File: src/rtl/uart_addr_rx.sv
module uart_addr_rx #(
  parameter int DW  = 8,
  parameter int OVS = 16
) (
  input  logic          clk,
  input  logic          rst_n,
  input  logic          tick,
  input  logic          rxd,
  input  logic [1:0]    mode,
  input  logic          mp_en,
  input  logic [DW-1:0] node_addr,
  input  logic [DW-1:0] node_mask,
  input  logic          rx_done_clr,
  output logic [DW-1:0] rx_data,
  output logic          rx_bit9,
  output logic          rx_done
);
  localparam int CW  = $clog2(OVS);
  localparam int IW  = $clog2(DW + 2);
  localparam int MID = OVS / 2 + 1;

  typedef enum logic [1:0] {S_IDLE, S_START, S_BITS} st_t;

  st_t           st;
  logic [1:0]    sync, hist;
  logic [CW-1:0] cnt;
  logic [IW-1:0] idx, last_idx;
  logic [DW-1:0] sh;
  logic          b9;

  wire rx_s   = sync[1];
  wire vote   = (hist[1] & hist[0]) | (hist[1] & rx_s) | (hist[0] & rx_s);
  wire at_mid = tick && (cnt == CW'(MID));

  assign last_idx = mode[1] ? IW'(DW + 1) : IW'(DW);

  wire fin       = at_mid && (st == S_BITS) && (idx == last_idx);
  wire filt      = mp_en && (mode != 2'd0);
  wire ninth     = mode[1] ? b9 : vote;
  wire hit_given = ((sh ^ node_addr) & node_mask) == '0;
  wire hit_bcast = ((node_addr | node_mask) & ~sh) == '0;
  wire accept    = vote && (!filt || (ninth && (hit_given || hit_bcast)));
  wire load      = fin && accept && !rx_done && !rx_done_clr;

  always_ff @(posedge clk or negedge rst_n) begin
    if (!rst_n) begin
      sync <= 2'b11;
      hist <= 2'b11;
    end else begin
      sync <= {sync[0], rxd};
      if (tick) hist <= {hist[0], rx_s};
    end
  end

  always_ff @(posedge clk or negedge rst_n) begin
    if (!rst_n) begin
      st  <= S_IDLE;
      cnt <= '0;
      idx <= '0;
      sh  <= '0;
      b9  <= 1'b0;
    end else if (tick) begin
      cnt <= (cnt == CW'(OVS - 1)) ? '0 : cnt + 1'b1;
      case (st)
        S_IDLE: if (!rx_s) begin
          st  <= S_START;
          cnt <= CW'(1);
        end
        S_START: if (at_mid) begin
          idx <= '0;
          st  <= vote ? S_IDLE : S_BITS;
        end
        S_BITS: if (at_mid) begin
          if (idx < IW'(DW)) sh <= {vote, sh[DW-1:1]};
          else if (idx == IW'(DW) && mode[1]) b9 <= vote;
          idx <= idx + 1'b1;
          if (idx == last_idx) st <= S_IDLE;
        end
        default: st <= S_IDLE;
      endcase
    end
  end

  always_ff @(posedge clk or negedge rst_n) begin
    if (!rst_n) begin
      rx_done <= 1'b0;
      rx_data <= '0;
      rx_bit9 <= 1'b0;
    end else begin
      if (rx_done_clr) rx_done <= 1'b0;
      else if (load)   rx_done <= 1'b1;
      if (load) begin
        rx_data <= sh;
        rx_bit9 <= ninth;
      end
    end
  end
endmodule

File: config.mk
export PLATFORM = sky130hd
export DESIGN_NAME = uart_addr_rx
export DESIGN_NICKNAME = d
export VERILOG_FILES = /design/src/rtl/uart_addr_rx.sv
export SDC_FILE = /design/constraint.sdc
export NUM_CORES = 1
export LEC_CHECK = 0
export ABC_AREA = 1
export BUFFER_PORTS_ARGS = -buffer_cell sky130_fd_sc_hd__buf_2
export CORE_ASPECT_RATIO = 1.1
export CORE_UTILIZATION = 50
export DETAILED_ROUTE_END_ITERATION = 6
export PLACE_DENSITY = 0.82
export SLEW_MARGIN = 20
export SYNTH_ARGS = -nofsm -noshare
export SYNTH_HDL_FRONTEND = slang
export SYNTH_SLANG_ARGS = --single-unit
File: constraint.sdc
create_clock -name clk -period 3.8 [get_ports clk]
set_clock_uncertainty 0.1 [all_clocks]
set_input_delay 0.76 -clock clk [delete_from_list [all_inputs] [get_ports clk]]
set_output_delay 0.76 -clock clk [all_outputs]
set_load 0.02 [all_outputs]
# After elaboration in Yosys (flattened, before gate mapping)
# Index checks and enable logic that the tools add are counted.
[totals] ff_bits=33 latchBits=0 mem_bits_rw=0 rom_bits=0 out_inout_bits=10 n_memories=0
[classes] n_addsub=2 mul=0 n_div=0 magnitude_cmp=1 eq_ne=10 shift=0 n_mux=16 n_bitwise=11 n_reduce_logical=25
[ops] op="$mux W4" n=5
[ops] op="$and A8 B8 Y8" n=2
[ops] op="$logic_not A8 Y1" n=2
[ops] op="$eq A4 B4 Y1 const B" n=3
[ops] op="$logic_and A1 B1 Y1" n=10
[ops] op="$mux W2" n=5
[ops] op="$reduce_and A5 Y1" n=2
[ops] op="$add A4 B1 Y4 const B" n=2
[ops] op="$not A8 Y8" n=1
[ops] op="$or A8 B8 Y8" n=1
[ops] op="$pmux W4 S2" n=1
[ops] op="$reduce_and A4 Y1" n=2
[ops] op="$xor A8 B8 Y8" n=1
[ops] op="$ne A2 B2 Y1 const B" n=3
[ops] op="$pmux W2 S3" n=1
[ops] op="$reduce_bool A2 Y1" n=3
[ops] op="$eq A4 B4 Y1" n=1
[ops] op="$lt A4 B4 Y1 const B" n=1
[ops] op="$mux W1" n=4
[ops] op="$and A1 B1 Y1" n=3
[ops] op="$logic_not A1 Y1" n=3
[ops] op="$eq A2 B1 Y1 const B" n=1
[ops] op="$eq A2 B2 Y1 const B" n=1
[ops] op="$logic_not A2 Y1" n=1
[ops] op="other kinds (4)" n=6

# Logic depth before layout (Yosys ltp)
# Gate-level depths: netlist of run 1.
[logic_depth] ltp_word=12 depth_mapped=12 depth_no_buf=12

# Worst setup path before layout of run 1
# Ideal clock, no wire load.
[synth_path] kind="input to register" from="in node_addr[6]" to="reg rx_bit9" setup_time_ps=117 t_arrival_ps=1542 path_slack_ps=2041 cell_stages=10 path_buffers=0 cell_sequence="o21ai_0 > nand2_1 > nor2_1 > nand2_1 > nand2_1 > nand2_1 > nand2_1 > nand3_2 > nand2_1 > nand2_1"
[synth_via] elab_chain_len=10 elab_cells_between_ends=13 cone_classes="4 x bitwise; 9 x reduce/logical"
[synth_lines] element="from (decl)" line="11" rtl="input logic [DW-1:0] node_addr,"
[synth_lines] element="$xor A8 B8 Y8 / $or A8 B8 Y8 (equally long branches)" line="40, 41"
[synth_lines] element="$and A8 B8 Y8 (on tied branches)" line="40, 41"
[synth_lines] element="$logic_not A8 Y1 (on tied branches)" line="40, 41"
[synth_lines] element="$logic_or A1 B1 Y1 *" line="42" rtl="wire accept = vote && (!filt || (ninth && (hit_given || hit_bcast)));"
[synth_lines] element="$logic_and A1 B1 Y1 *" line="42"
[synth_lines] element="$logic_or A1 B1 Y1 *" line="42"
[synth_lines] element="$logic_and A1 B1 Y1 *" line="42"
[synth_lines] element="$logic_and A1 B1 Y1 * (3 in series)" line="43" rtl="wire load = fin && accept && !rx_done && !rx_done_clr;"
[synth_lines] element="to (signal assigned)" line="94" rtl="rx_bit9 <= ninth;"
[synth_lines] element="to (decl)" line="15" rtl="output logic rx_bit9,"
# Mark *: on every way between the ends. The rest lies on a longest branch, timed or not.
# A chain may end at the register's enable or synchronous reset.

# Final worst setup path of run 1
[layout_path] from="reg cnt[1]" to="reg rx_data[7]"
[layout_via] elab_chain_len=7
[layout_lines] element="from (decl)" line="26" rtl="logic [CW-1:0] cnt;"
[layout_lines] element="from (signal assigned)" line="63" rtl="cnt <= (cnt == CW'(OVS - 1)) ? '0 : cnt + 1'b1;"
[layout_lines] element="$eq A4 B4 Y1" line="33" rtl="wire at_mid = tick && (cnt == CW'(MID));"
[layout_lines] element="$logic_and A1 B1 Y1" line="33"
[layout_lines] element="$logic_and A1 B1 Y1 (2 in series)" line="37" rtl="wire fin = at_mid && (st == S_BITS) && (idx == last_idx);"
[layout_lines] element="$logic_and A1 B1 Y1 (3 in series)" line="43"
[layout_lines] element="to (signal assigned)" line="93" rtl="rx_data <= sh;"
[layout_lines] element="to (decl)" line="14" rtl="output logic [DW-1:0] rx_data,"
# Every way passes these cells.

==> summary.md, run 1 <==
| Metric | Value |
|---|---|
| Cell Pwr Density | 455 nW/um^2 |
| # IOs | 34 |
| Total track usage | a little over a fifth |
| CTS Hold Bufs | 0 |
| Worst Tran Pin Value | 0.709 ns |
| Syn nets | 260 |
| Final HPWL DP | 2620 um |
| Slew margin rel. | 52.7% |
| Final setup fails | 0 |
| Top-area cell type share of the netlist area | 40.4% |
| CTS tree | built |
| CP Launch Type | register |
| Setup slack, reg-to-reg | 1.68 ns |
| Fraction of layout cells with a size suffix above 1 | approximately a fifth |
| Synth async-reset ratio | 100% |
| Gate Count Post-Synth | about 230 |
| WS Path Type | register to register |
| CTS clk-pin slew, worst paths | 0.09 ns |
| Setup crit end | rx_data[7]$_DFFE_PN0P_ |
| Reg-to-Reg End | rx_data[7]$_DFFE_PN0P_ |
| Clk root buf | clkbuf_4 |
| Unrepaired setup endpoints after global routing | no |
| Cell Rows | 22 |
| Fill cells | 318 |
| Number of nets with antenna violations after routing | 0 |
| Outcome | finished clean |
| CTS buffer count | 5 |
| Hold crit path type | register to register |
| Synth cell types | 28 |
| Final TNS setup | 0 ns |
| Initial antenna violation count | 0 |
| First-pass GRT wire length | 6220 um |
| Port buffer count | 33 |
| Synth warn | 0 |
| GPL Wtd Cong | roughly 0.86 |
| R2R cell count | 11 |
| Crit Path Max Fanout | 11 |
| P&R area growth vs syn | 13.5% |
| H-tree Lvls | 2 |
| Violation count after the first detailed-route iteration | 117 |
| Reg-to-Reg Start | cnt[1]$_DFFE_PN0P_ |
| Setup bufs post-CTS | 0 |
| Vias/cell | a little under 5 |
| WL/cell | 10.7 um |
| WP data arrival | 2.25 ns |
| Die area | 3830 um^2 |
| Post-synthesis sequential area ratio | 46.3% |
| Die H | 64.8 um |
| Area contributors post-synth | dfrtp_1, nand2_1, inv_1 |
| Buffers from clock root to sink, at most | 2 |
| Worst IR drop on VDD | 0.330 mV |
| Area leader, netlist | dfrtp_1 |
| Slack of the critical path | 1.68 ns |
| # nets final | around 300 |
| Final Hold Vio Count | 0 |
| Synth Register Bits | 33 |
| Chip width | 59.1 um |
| Ant. Diodes | 0 |
| Mapped Area | roughly 1800 um^2 |
| Total wire length | roughly 3400 um |
| Largest net degree at the start of global routing | 34 |
| Minimum clock period after layout | roughly 2.1 ns |
| Fin. max-slew vios | 0 |
| Starting density of the core | between 50% and 60% |
| Via Count | around 1600 |
| Avg Cell Area, Syn | slightly below 8 um^2 |
| Area of the core | between 3000 and 4000 um^2 |
| Post-cts sizing count | 0 |
| Max-cap viol count | 0 |
| Main flop type after synthesis | dfrtp_1 |
| Grt ovf | 0 |
| Vias in the first global route | ~1500 |
| Dpl ws | 1.45 ns |
| Residual DRC | 0 |
| Post-synth EDFFs | 0 |
| Clock latency at the later pin of the worst-skew pair | 0.33 ns |
| Worst setup EP type | register |
| WP data required | ~3.9 ns |
| Period Utilization, post-route | 55.8% |
| P_leak | 1.12 nW |
| Clk sinks | 33 |
| DRT Pass-1 Iters | 4 |
| Worst Setup SP | cnt[1]$_DFFE_PN0P_ |
| Fmax | between 0.4 and 0.5 GHz |
==> layer usage <==
layer,wire length [um],share of wire (%),GRT usage (%)
met1,1580,47,26.4
met2,1600,47,34.9
met3,144,4.2,5.59
met4,57,1.7,10.1
met5,0,0,0
==> cells in the mapped netlist, types with 2 or more instances <==
library cell,n
dfstp_2,4
o22ai_1,2
nand2_1,71
dfrtp_1,29
nor2_2,2
nor2_1,13
ha_1,4
nor2_4,2
nand3_2,2
inv_2,2
a21oi_1,8
nand4_1,12
nand3_1,10
buf_6,2
o21ai_0,23
inv_1,34
==> power by group <==
| group | internal, mW | switching, mW | leakage [nW] | total (mW) |
|---|---|---|---|---|
| Clock | 0.0704 | 0.115 | 0.0320 | 0.186 |
| Sequential | 0.413 | 0.0603 | 0.389 | 0.474 |
| Combinational | 0.101 | 0.165 | 0.701 | 0.267 |
==> cell families (layout without fill, tap and decap cells) <==
logic type      Yosys count  in the layout  share of synthesized area [%]
flops                    33             33                           46.3
fa+ha+maj                 4              4                           2.79
buf+inv                  40             77                           9.41
simple gates            116            116                           29.6
xor+xnor                  1              1                          0.488
compound gates           38             38                           11.4
==> how the worst min path moves through the flow <==
stage	startpoint	end	slack [ns]	cells past startpoint
after floorplan	sync[0]$_DFF_PN1_	sync[1]$_DFF_PN1_	0.25	0
after CTS	sync[0]$_DFF_PN1_	sync[1]$_DFF_PN1_	0.26	0
final	sync[0]$_DFF_PN1_	sync[1]$_DFF_PN1_	0.26	0
after global placement	sync[0]$_DFF_PN1_	sync[1]$_DFF_PN1_	0.25	0
after detailed placement	sync[0]$_DFF_PN1_	sync[1]$_DFF_PN1_	0.25	0
after global routing	sync[0]$_DFF_PN1_	sync[1]$_DFF_PN1_	0.27	0
==> flip-flops by register name, summed over array words and instances (netlist names) <==
name / count
st: 2
rx_bit9: 1
b9: 1
sh: 8
rx_data: 8
idx: 4
hist: 2
rx_done: 1
cnt: 4
sync: 2
==> cells in the final DEF, fill, tap and decap left out, types with 2 or more instances in the layout <==
cell and n:
ha_1 4, inv_2 2, nand4_1 12, clkbuf_4 5, nand3_1 10, a21oi_1 8
nand3_2 2, inv_1 34, o21ai_0 23, nor2_1 13, nand2_1 71, dfrtp_1 29
nor2_4 2, nor2_2 2, dfstp_2 4, o22ai_1 2, buf_2 33, clkinv_2 2
==> final cells by class <==
| type | count | area (um^2) | share of cell area [%] |
|---|---|---|---|
| multi-input cells | 159 | 795 | 39.0 |
| inverters | 36 | 135 | 6.63 |
| clock buffers | 6 | 41.3 | 2.03 |
| repair buffers | 33 | 165 | 8.11 |
| flip-flops and latches | 33 | 831 | 40.8 |
| well taps | 48 | 60.1 | 2.95 |
| clock inverters | 2 | 10.0 | 0.491 |
==> per-stage QoR <==
stage	power (mW)	utilization (%)	std cells	hold slack [ns]	area [um^2]
2_1_floorplan	0.671	-	232	0.245	1790
3_3_place_gp	0.736	58.6	309	0.246	1990
3_5_place_dp	0.747	58.6	309	0.247	1990
4_1_cts	0.933	60.2	317	0.261	2040
5_1_grt	1.01	60.2	317	0.272	2040
6_report	0.926	60.2	317	0.260	2040
==> critical path, stage by stage, from the launching register on <==
cell and delay, ns:
dfrtp_1 0.42, inv_1 0.08, ha_1 0.13, inv_1 0.03, nor2_1 0.10, nand3_2 0.15
nor2_4 0.16, inv_2 0.09, nor3_4 0.33, nand3_2 0.26, nand2_1 0.12, nand2_1 0.05
(Power assumes the default switching activity.)
==> inputs of run 2 (changes only) <==
Settings changed: CORE_UTILIZATION 50 to 49, PLACE_DENSITY 0.82 to 0.84.
Clock period 3.8 ns to 1.8 ns, I/O delays scaled along.
==> run 2 against run 1 <==
Compared with the run above:
- fmax rose by 22%
- sequential cell count stayed put
- count of clock-buffer cells in the layout up 1
- die area increased by 2.0%
- routed wire length rose by 10%
==> summary.md, run 2 (synthesis gave the netlist of run 1 again) <==
| Metric | Value |
|---|---|
| Fin area | 2240 um^2 (+10%) |
| Clk sinks | 33 (unchanged) |
| DRT Pass-1 Iters | 4 (unchanged) |
| Grt ovf | 0 (unchanged) |
| Hold crit path type | input port to register |
| Cell Rows | 22 (unchanged) |
| Period Utilization, post-route | 96.6% (+41 points) |
| P&R area growth vs syn | 24.8% |
| Vias in the first global route | 1570 (+3.0%) |
| Die H | 65.5 um (+0.99%) |
| Met3 usage | 5.31% (-0.27 points) |
| WS Path Type | register to register |
| CP Launch Type | register |
| Fin. max-slew vios | 0 (unchanged) |
| Total track usage | 21.8% (+0.29 points) |
| # IOs | 34 (unchanged) |
| Fill cells | 306 (-3.8%) |
| Reg-to-Reg Start | cnt[1]$_DFFE_PN0P_ |
| Number of nets with antenna violations after routing | 0 (unchanged) |
| First-pass GRT wire length | 6380 um (+2.6%) |
| Register area | 831 um^2 (unchanged) |
| GPL Wtd Cong | 0.863 (+0.74%) |
| Via Count | 1628 (+4.0%) |
| Biggest registers after layout | rx_data x8, sh x8 |
| Ant. Diodes | 0 (unchanged) |
| Most common cell after layout, fill and taps aside | nand2_1 |
| Cells after DPL | 317 (+2.6%) |
| Initial antenna violation count | 0 (unchanged) |
| Busiest grt layer | met2 |
| WL/cell | 11.4 um (+6.3%) |
| Worst IR drop on VDD | 0.809 mV (+150%) |
| Most frequent cells in the layout | nand2_1, inv_1, buf_2, dfrtp_1, o21ai_0 |
| Fmax | 0.575 GHz (+22%) |
| Port buffer count | 33 (unchanged) |
| WP data arrival | 1.89 ns (-0.36 ns) |
| CTS clk-pin slew, worst paths | 0.09 ns (about the same) |
| H-tree Lvls | 2 (unchanged) |
| Final TNS setup | 0 ns (unchanged) |
| Worst Tran Pin Value | 0.408 ns (-0.301 ns) |
| Setup slack, reg-to-reg | 0.06 ns (-1.62 ns) |
| Final Hold Vio Count | 0 (unchanged) |
| Footprint of the multi-input gates | 848 um^2 (+6.8%) |
| Cell Pwr Density | 1020 nW/um^2 (+120%) |
| Residual DRC | 0 (unchanged) |
| Minimum clock period after layout | 1.74 ns (-0.382 ns) |
| Largest net degree at the start of global routing | 34 (unchanged) |
| Starting density of the core | 52.6% (-0.43 points) |
| Clock latency at the later pin of the worst-skew pair | 0.34 ns (about the same) |
| Worst setup EP type | register |
| Dpl ws | -0.0239 ns (-1.47 ns) |
| CTS buffer count | 5 (unchanged) |
| Crit Path Max Fanout | 4 (-7) |
| Grt met1 use | 27.2% (+0.86 points) |
| Area of the core | 3410 um^2 (+0.81%) |
| Placed Area | 2050 um^2 (+3.0%) |
| Slack of the critical path | 0.0616 ns (-1.62 ns) |
| Unrepaired setup endpoints after global routing | yes |
| Fraction of layout cells with a size suffix above 1 | 27.4% (+7.0 points) |
| WP data required | 1.95 ns (-1.98 ns) |
| Buffers from clock root to sink, at most | 2 (unchanged) |
| Reg-to-Reg End | idx[3]$_DFFE_PN0P_ |
| Die area | 3910 um^2 (+2.0%) |
| Total wire length | 3740 um (+10%) |
| Violation count after the first detailed-route iteration | 75 (-36%) |
| Vias/cell | 4.95 (+0.23%) |
| Setup crit end | idx[3]$_DFFE_PN0P_ |
| Final core utilization | 65.6% (+5.5 points) |
| Chip width | 59.7 um (+0.98%) |
| Outcome | finished clean |
| Final setup fails | 0 (unchanged) |
| Worst Setup SP | cnt[1]$_DFFE_PN0P_ |
| P_leak | 1.21 nW (+7.7%) |
| Grt met2 use | 35.4% (+0.47 points) |
| Slew margin rel. | 72.8% (+20 points) |
| Final HPWL DP | 2670 um (+1.7%) |
| Max-cap viol count | 0 (unchanged) |
| Clk root buf | clkbuf_4 |
| Non-filler cells, final | 329 (+3.8%) |
| # nets final | 308 (+4.1%) |
| CTS tree | built |
| R2R cell count | 10 (-1) |
-- run 2: cell types whose count changed in the layout (fill, tap and decap cells not counted), sizes merged --
cell	previous run	this run
buf	33	44
bufinv	0	1
clkbuf	6	7
dlygate4sd3	0	1
clkinv	2	0
-- run 2: how the worst min path moves through the flow --
stage | start | endpoint | cells past startpoint
6_report | rxd | sync[0]$_DFF_PN1_ | 1
4_1_cts | rxd | sync[0]$_DFF_PN1_ | 1
2_1_floorplan | rst_n | b9$_DFFE_PN0P_ | 0
5_1_grt | rxd | sync[0]$_DFF_PN1_ | 1
3_5_place_dp | sync[0]$_DFF_PN1_ | sync[1]$_DFF_PN1_ | 0
3_3_place_gp | sync[0]$_DFF_PN1_ | sync[1]$_DFF_PN1_ | 0
-- run 2: critical path, stage by stage (launching register included) --
cell and delay, ns:
dfrtp_1 0.41, inv_2 0.08, ha_4 0.11, inv_1 0.04
nor2_2 0.08, nand3_2 0.10, buf_4 0.17, nor2_2 0.13
nor2_2 0.08, o21ai_0 0.15, nor3b_2 0.20
-- run 2: layout make-up --
cell class | instances | area share (%)
inverters | 36 | 6.15
multi-input cells | 159 | 37.9
clock inverters | 1 | 1.34
repair buffers | 45 | 12.4
clock buffers | 7 | 2.46
well taps | 48 | 2.68
flip-flops and latches | 33 | 37.1
-- run 2: repair_timing --
item	in CTS	in global routing
endpoints found under the hold margin	29	0
pin swaps	0	3
buffers inserted	1	2
hold buffers	1	0
setup endpoints to repair	10	23
gates resized for setup	2	15
-- run 2: metrics by stage --
step	hold slack [ns]	total power, mW
floorplan	-0.0356	1.42
global placement	0.247	1.58
detailed placement	0.250	1.60
CTS	0.0121	2.19
global route	0.000418	2.44
finish	0.0177	2.28
-- run 2: routing by layer --
layer / vias up / part of all wire [%] / routed length (um)
met5: - / 0 / 0
met4: 0 / 1.7 / 65
met3: 8 / 3.1 / 116
met2: 25 / 49 / 1840
met1: 751 / 46 / 1720
li1: 844 / - / -
-- run 2: where the power goes --
group / switching, mW / internal, mW
combinational: 0.409 / 0.285
clock: 0.248 / 0.332
sequential: 0.130 / 0.873
total: 0.787 / 1.49
